**src/rtl/stk_br_pkg.sv**
```systemverilog
package stk_br_pkg;

    localparam logic [7:0] OP_BR_ZERO = 8'h99;
    localparam logic [7:0] OP_BR_NEG  = 8'h9B;

    typedef enum logic [2:0] {
        ST_IDLE,
        ST_POP,
        ST_POP_WAIT,
        ST_HI,
        ST_HI_WAIT,
        ST_LO,
        ST_LO_WAIT,
        ST_DONE
    } seq_state_e;

    function automatic logic is_branch_op(input logic [7:0] op);
        return (op == OP_BR_ZERO) || (op == OP_BR_NEG);
    endfunction

endpackage

```
**src/rtl/stk_br_cond.sv**
```systemverilog
module stk_br_cond #(
    parameter int W = 32
) (
    input  logic         neg_kind_i,
    input  logic [W-1:0] value_i,
    output logic         taken_o
);
    logic is_zero;
    logic is_neg;

    always_comb begin
        is_zero = (value_i == '0);
        is_neg  = value_i[W-1];
        taken_o = neg_kind_i ? is_neg : is_zero;
    end
endmodule

```
**src/rtl/stk_br_disp.sv**
```systemverilog
module stk_br_disp #(
    parameter int W = 32
) (
    input  logic [7:0]   hi_i,
    input  logic [7:0]   lo_i,
    output logic [W-1:0] disp_o
);
    localparam int EXT_W = W - 16;

    logic [15:0] raw;

    always_comb begin
        raw    = {hi_i, lo_i};
        disp_o = {{EXT_W{raw[15]}}, raw};
    end
endmodule

```
**src/rtl/stk_br_seq.sv**
```systemverilog
module stk_br_seq
    import stk_br_pkg::*;
#(
    parameter int W = 32
) (
    input  logic         clk,
    input  logic         rst_n,
    input  logic         start_i,
    input  logic [7:0]   opcode_i,
    input  logic [W-1:0] pc_i,
    input  logic [W-1:0] sp_i,
    input  logic [W-1:0] tos_i,
    output logic         code_rd_o,
    output logic [W-1:0] code_addr_o,
    input  logic [7:0]   code_data_i,
    output logic         dmem_rd_o,
    output logic [W-1:0] dmem_addr_o,
    input  logic [W-1:0] dmem_data_i,
    output logic [W-1:0] pc_o,
    output logic [W-1:0] sp_o,
    output logic [W-1:0] tos_o,
    output logic         busy_o,
    output logic         done_o,
    output logic         illegal_o,
    output logic [W-1:0] illegal_addr_o
);

    typedef struct packed {
        seq_state_e   st;
        logic [W-1:0] pc;
        logic [W-1:0] sp;
        logic [W-1:0] tos;
        logic [W-1:0] hold;
        logic [W-1:0] base;
        logic [7:0]   hi;
        logic         neg_kind;
        logic         taken;
        logic         illegal;
        logic [W-1:0] bad_addr;
    } regs_t;

    regs_t q, d;

    logic         cond_taken;
    logic [W-1:0] disp;

    stk_br_cond #(.W(W)) cond_i (
        .neg_kind_i (q.neg_kind),
        .value_i    (q.hold),
        .taken_o    (cond_taken)
    );

    stk_br_disp #(.W(W)) disp_i (
        .hi_i   (q.hi),
        .lo_i   (code_data_i),
        .disp_o (disp)
    );

    always_comb begin
        d           = q;
        d.illegal   = 1'b0;
        code_rd_o   = 1'b0;
        dmem_rd_o   = 1'b0;
        code_addr_o = q.pc;
        dmem_addr_o = q.sp;
        case (q.st)
            ST_IDLE: begin
                if (start_i) begin
                    if (is_branch_op(opcode_i)) begin
                        d.st       = ST_POP;
                        d.sp       = sp_i - 1'b1;
                        d.hold     = tos_i;
                        d.pc       = pc_i;
                        d.base     = pc_i - 1'b1;
                        d.neg_kind = (opcode_i == OP_BR_NEG);
                        d.taken    = 1'b0;
                    end else begin
                        d.illegal  = 1'b1;
                        d.bad_addr = pc_i - 1'b1;
                    end
                end
            end
            ST_POP: begin
                dmem_rd_o = 1'b1;
                d.st      = ST_POP_WAIT;
            end
            ST_POP_WAIT: begin
                d.tos   = dmem_data_i;
                d.taken = cond_taken;
                d.st    = ST_HI;
            end
            ST_HI: begin
                code_rd_o = 1'b1;
                d.pc      = q.pc + 1'b1;
                d.st      = ST_HI_WAIT;
            end
            ST_HI_WAIT: begin
                if (q.taken) begin
                    d.hi = code_data_i;
                    d.st = ST_LO;
                end else begin
                    d.pc = q.pc + 1'b1;
                    d.st = ST_DONE;
                end
            end
            ST_LO: begin
                code_rd_o = 1'b1;
                d.pc      = q.pc + 1'b1;
                d.st      = ST_LO_WAIT;
            end
            ST_LO_WAIT: begin
                d.pc = q.base + disp;
                d.st = ST_DONE;
            end
            ST_DONE: begin
                d.st = ST_IDLE;
            end
            default: begin
                d.st = ST_IDLE;
            end
        endcase
    end

    always_ff @(posedge clk or negedge rst_n) begin
        if (!rst_n) begin
            q <= '{st: ST_IDLE, default: '0};
        end else begin
            q <= d;
        end
    end

    assign pc_o           = q.pc;
    assign sp_o           = q.sp;
    assign tos_o          = q.tos;
    assign busy_o         = (q.st != ST_IDLE);
    assign done_o         = (q.st == ST_DONE);
    assign illegal_o      = q.illegal;
    assign illegal_addr_o = q.bad_addr;

    // completion is a single-cycle pulse
    a_r9_done_pulse: assert property (@(posedge clk) disable iff (!rst_n)
        done_o |=> !done_o);

    // entering the sequence lowers the stack pointer by one
    a_r2_pop_sp: assert property (@(posedge clk) disable iff (!rst_n)
        $rose(busy_o) |-> (sp_o == $past(sp_i) - 1'b1));

    // the data read targets the lowered stack pointer
    a_r2_read_addr: assert property (@(posedge clk) disable iff (!rst_n)
        dmem_rd_o |-> (dmem_addr_o == sp_o));

    // a jump not taken ends three bytes past the opcode
    a_r7_not_taken_pc: assert property (@(posedge clk) disable iff (!rst_n)
        (done_o && !q.taken) |-> (pc_o == q.base + 3));

    // the two memory ports are never strobed together
    a_r8_one_port: assert property (@(posedge clk) disable iff (!rst_n)
        $onehot0({code_rd_o, dmem_rd_o}));

    // a start while busy never produces an error pulse
    a_r10_busy_ignore: assert property (@(posedge clk) disable iff (!rst_n)
        (busy_o && start_i) |=> !illegal_o);

    // a refused opcode does not start the sequence
    a_r11_no_start: assert property (@(posedge clk) disable iff (!rst_n)
        illegal_o |-> !busy_o);

endmodule

```
**config.mk**
```make
export PLATFORM = sky130hd
export DESIGN_NAME = stk_br_seq
export DESIGN_NICKNAME = d
export VERILOG_FILES = /design/src/rtl/stk_br_pkg.sv /design/src/rtl/stk_br_cond.sv /design/src/rtl/stk_br_disp.sv /design/src/rtl/stk_br_seq.sv
export SDC_FILE = /design/constraint.sdc
export NUM_CORES = 1
export LEC_CHECK = 0
export BUFFER_PORTS_ARGS = -buffer_cell sky130_fd_sc_hd__buf_2
export CAP_MARGIN = 20
export CELL_PAD_IN_SITES_DETAIL_PLACEMENT = 0
export CELL_PAD_IN_SITES_GLOBAL_PLACEMENT = 2
export CORE_UTILIZATION = 34
export DETAILED_ROUTE_END_ITERATION = 10
export PLACE_DENSITY_LB_ADDON = 0.15
export REMOVE_ABC_BUFFERS = 1
export SLEW_MARGIN = 0
export SYNTH_ARGS = -nofsm -noshare
export SYNTH_HDL_FRONTEND = slang
export SYNTH_SLANG_ARGS = --single-unit
```
**constraint.sdc**
```tcl
create_clock -name clk -period 4.25 [get_ports clk]
set_input_delay 1.0625 -clock clk [delete_from_list [all_inputs] [get_ports clk]]
set_output_delay 1.0625 -clock clk [all_outputs]
set_load 0.05 [all_outputs]
```
# == Word level (Yosys, flattened, before mapping) ==
# Cells that the tools add are included.
# W data, S select, Z words.
# totals
register_bits,206
latch_bits,0
ramBits,0
rom_bits,0
memories,0
# op_classes
addsub,4
multipliers,0
div_mod_pow,0
order_cmp,0
n_eq_ne,12
n_shift,0
muxes,14
bitwise,1
reduce_logical,13
# ops
cell,count
$mux W67,2
$pmux W32 S4,1
$mux W33,2
$sub A32 B1 Y32 const B,2
$mux W34,1
$add A32 B1 Y32 const B,1
$add A32 B32 Y32,1
$logic_not A32 Y1,1
$mux W32,1
$pmux W3 S8,1
$eq A8 B8 Y1 const B,2
$eq A3 B3 Y1 const B,4
$reduce_and A3 Y1,3
$eq A3 B2 Y1 const B,2
$ne A2 B2 Y1 const B,3
$mux W1,4
$reduce_and A2 Y1,2
$reduce_and A4 Y1,1
$reduce_bool A4 Y1,1
$eq A3 B1 Y1 const B,1
$logic_not A3 Y1,1
$reduce_bool A3 Y1,1
$mux W2,1
$pmux W1 S2,1
other kinds (4),4

# == Longest topological paths before layout ==
# depth
depth_word,5
depth_mapped,12

# == By module ==
# From an unflattened synthesis, not the netlist that was laid out.
# unflattened
hier_cells,1354
hier_area_um2,12763.5
# by_module_without_submodules
mod,instances,cells_each,area_per_inst_um2
stk_br_seq,1,1309,12434.4
stk_br_disp,1,32,240.2
stk_br_cond,1,13,88.8

# == Worst setup path after synthesis ==
# OpenSTA, ideal clock, no wires.
# synth_path
kind,input to register
from,input code_data_i[0]
to,register q (netlist bit code_addr_o[26])
setup_time_ns,0.133
t_arrival_ns,3.349
required_ns,4.117
path_slack_ns,0.768
path_stages,12
path_buffers,0
cell_sequence,ha_1 -> inv_1 -> fa_1 -> nor2b_1 -> o31a_1 -> o31a_1 -> a311oi_2 -> o21ai_1 -> a311oi_1 -> xnor2_1 -> a221oi_1 -> o21ai_0
# synth_between
elab_chain_cells,2
# synth_lines
element,line,rtl
"start, declared",stk_br_seq.sv:15,"input logic [7:0] code_data_i,"
$add A32 B32 Y32,stk_br_seq.sv:112,d.pc = q.base + disp;
$pmux W32 S4,stk_br_seq.sv:66,case (q.st)
"end signal, assigned",stk_br_seq.sv:126,"q <= '{st: ST_IDLE, default: '0};"
"end signal, assigned",stk_br_seq.sv:128,q <= d;
"end, declared",stk_br_seq.sv:42,"regs_t q, d;"
# No other way between the ends.
# A chain may end at the register's enable or synchronous reset.

# == Worst setup path after layout ==
# Ends and elaborated chain as after synthesis.

==> flow_summary_export.csv <==
group,metric,value,unit
status,outcome,"finished, final reports clean",
clock_network,postCtsSetupBuffers,0,
synth,ys_seq_elements,206,
placed_design,postPlaceCellArea,13500,um2
sta,slew_violations,0,
worst_hold_path,hp-class,"register to register",
clock_network,insertion_delay,0.57,ns
layout,final_common_cell,"buf_2",
sta,slew-limit-headroom,44.6,%
worst_setup_path,critPathBufInv,2,
synth,mappedNetlistArea,12600,um2
route,post_drt_via_cell_ratio,4.98,
clock_network,cts_hold_buf,0,
sta,period_share,77.1,%
route,vias,9912,
worst_setup_path,max_stage_delay,0.38,ns
layout,final_cell_mix,"buf_2, dfrtp_1, nand2_1, o21ai_0, mux2_2",
layout,finish.instance_area,14400,um2
layout,layout-drive-gt1-share,33.0,%
die,initial_core_util,34.4,%
global_route,track_usage,19.4,%
die,die_area,37700,um2
route,ant_nets,0,
route,wl_per_cell,18.5,um
clock_network,h-tree-depth,1,
worst_setup_path,worstSetupPathType,"input port to register",
route,routed_wl,36800,um
synth,async_reset_ff_share,100,%
power,peakVddDrop,0.394,mV
placed_design,post-place-ws,0.339,ns
worst_setup_path,crit_family,"compound AO/OA/AOI/OAI gates",
global_route,overflow,0,
layout,area_growth,14.3,%
sta,layout_setup_ws,0.973,ns
synth,yosysSeqAreaShare,41.0,%
synth,syn_inst,1352,
sta,fmax,0.305,GHz
synth,synth_edf_count,0,
worst_setup_path,required,4.67,ns
worst_setup_path,cp_max_fo,3,
global_route,grt_max_degree,96,
power,power_density,712,nW/um2
worst_setup_path,crit_path_cell_trace,"buf_2, ha_1, inv_1, fa_1, nor2b_1, o31a_1, o31a_1, a311oi_2, o21ai_1, a311oi_1, xnor2_1, a221oi_1, o21ai_0",
die,die_h,194,um
clock_network,cts_sinks,206,
clock_network,root_buffer,"clkbuf_16",
sta,final.setup_skew,0.0129,ns
placed_design,port_buffers,343,
global_route,grt_pass1_vias,9668,
sta,tightestPinTransition,0.831,ns
sta,setup_viol,0,
route,first_pass_iters,6,
power,leakagePower,6.92,nW
layout,nFillCells,3816,
global_route,use_met1,26.0,%
global_route,met3_usage,4.47,%
synth,avgSynthCellArea,9.30,um2
synth,synthFlopType,"dfrtp_1",
die,pin_count,344,
clock_network,path_clk_slew,0.06,ns
clock_network,numCtsBuffers,26,
die,die_w,194,um
worst_setup_path,cp.arrival,3.70,ns
clock_network,cts_tree,"built",
sta,rsz0062_at_grt,"false",
die,coreArea,36500,um2
worst_setup_path,critPathMostFrequentCell,"o31a_1",
worst_setup_path,cp_slowest_cell,"a311oi_2",
layout,nets,1689,
clock_network,clk_path_buf_depth,3,
global_route,busiest_layer,"met2",
route,first_iter_violations,536,
global_route,antenna_found_initial,3,
worst_hold_path,holdCritStartpoint,"illegal_addr_o[2]",
sta,fin_crit,3.28,ns
synth,yosysUniqueCellTypes,59,
global_route,grt_pass1_wl,57200,um
worst_setup_path,crit_path_start_kind,"input port",
placed_design,place.gp.congestion,0.813,
sta,hold_viol,0,
synth,ys_warn_count,0,
worst_setup_path,worstReg2RegStart,"q[43]",
job,cap_violations,0,
layout,antenna_cells,0,
sta,fin_setup_tns,0,ns
placed_design,hpwl,27400,um
die,rows,70,
global_route,grtUsageMet2,31.5,%
clock_network,ctsResizeCount,0,
worst_setup_path,end_kind,"register",
route,drc,0,
worst_setup_path,startpoint,"code_data_i[0]",
where the power goes:
| part | total (mW) | switching (mW) | internal [mW] |
|---|---|---|---|
| combinational | 5.10 | 3.66 | 1.44 |
| clock | 2.18 | 0.911 | 1.27 |
| sequential | 2.95 | 0.461 | 2.49 |
| total | 10.2 | 5.03 | 5.19 |
worst paths after layout:
check                                          end  slack, ns  cells past startpoint
worst max-delay path               code_addr_o[26]       0.97                     13
worst min-delay path             illegal_addr_o[2]       0.47                      2
worst max register to register     code_addr_o[26]       1.20                     12
worst min register to register   illegal_addr_o[2]       0.47                      2
max in group asynchronous                    q[99]       2.67                      2
min in group asynchronous       illegal_addr_o[26]       0.49                      1
through the flow:
step,instances,power (mW),utilization (%),hold slack [ns]
2_1_floorplan,1109,6.47,-,0.454
6_report,1992,10.2,39.3,0.470
4_1_cts,1991,10.3,39.3,0.477
5_1_grt,1992,10.8,39.3,0.502
3_3_place_gp,1945,8.03,36.9,0.458
3_5_place_dp,1946,8.04,37.0,0.465
cells in the mapped netlist, drive strengths merged (9+ instances only):
cell / count / share of area (%)
dfrtp: 206 / 41
buf: 193 / 11
nand2: 175 / 5.2
o21ai: 150 / 6.0
mux2: 74 / 6.6
xnor2: 72 / 5.0
nor2: 60 / 1.9
a21oi: 53 / 2.1
clkbuf: 50 / 1.5
ha: 34 / 3.4
nor3: 32 / 1.3
nand3: 28 / 1.1
xor2: 28 / 2.0
nor4: 23 / 1.3
inv: 21 / 0.63
a21o: 17 / 1.0
a222oi: 13 / 1.0
and3: 13 / 0.65
or4: 9 / 0.60
tightest hold or removal path: stages (launching register included):
cell and delay, ns:
dfrtp_1 0.33, nand2_1 0.04, o21ai_0 0.06
state kept, by name, indices dropped and copies added, names as in the netlist:
signal	flops
q	77
code_addr_o	32
dmem_addr_o	32
illegal_addr_o	32
tos_o	32
illegal_o	1
layer usage:
metal | up-vias | share of wire (%)
met1 | 4711 | 45
li1 | 4836 | -
met5 | - | 0.12
met4 | 6 | 2.1
met2 | 306 | 46
met3 | 53 | 6.2
final cells by class:
class / count / area [um2] / share of cell area, %
multi-input combinational: 882 / 5730 / 39.9
sequential: 206 / 5150 / 35.9
timing repair buffer: 370 / 1970 / 13.7
clock buffer: 40 / 783 / 5.45
tap: 468 / 586 / 4.08
inverter: 21 / 78.8 / 0.549
clock inverter: 5 / 53.8 / 0.375
cells by family after synthesis:
logic type	Yosys count	synth area share (%)
adders and majority gates	35	3.54
buffers and inverters	264	13.6
muxes	76	6.79
AOI/OAI and AO/OA	283	13.4
and+or+nand+nor	388	14.7
DFF	206	41.0
xor gates and xnor gates	100	6.97
(Power assumes the default switching activity.)
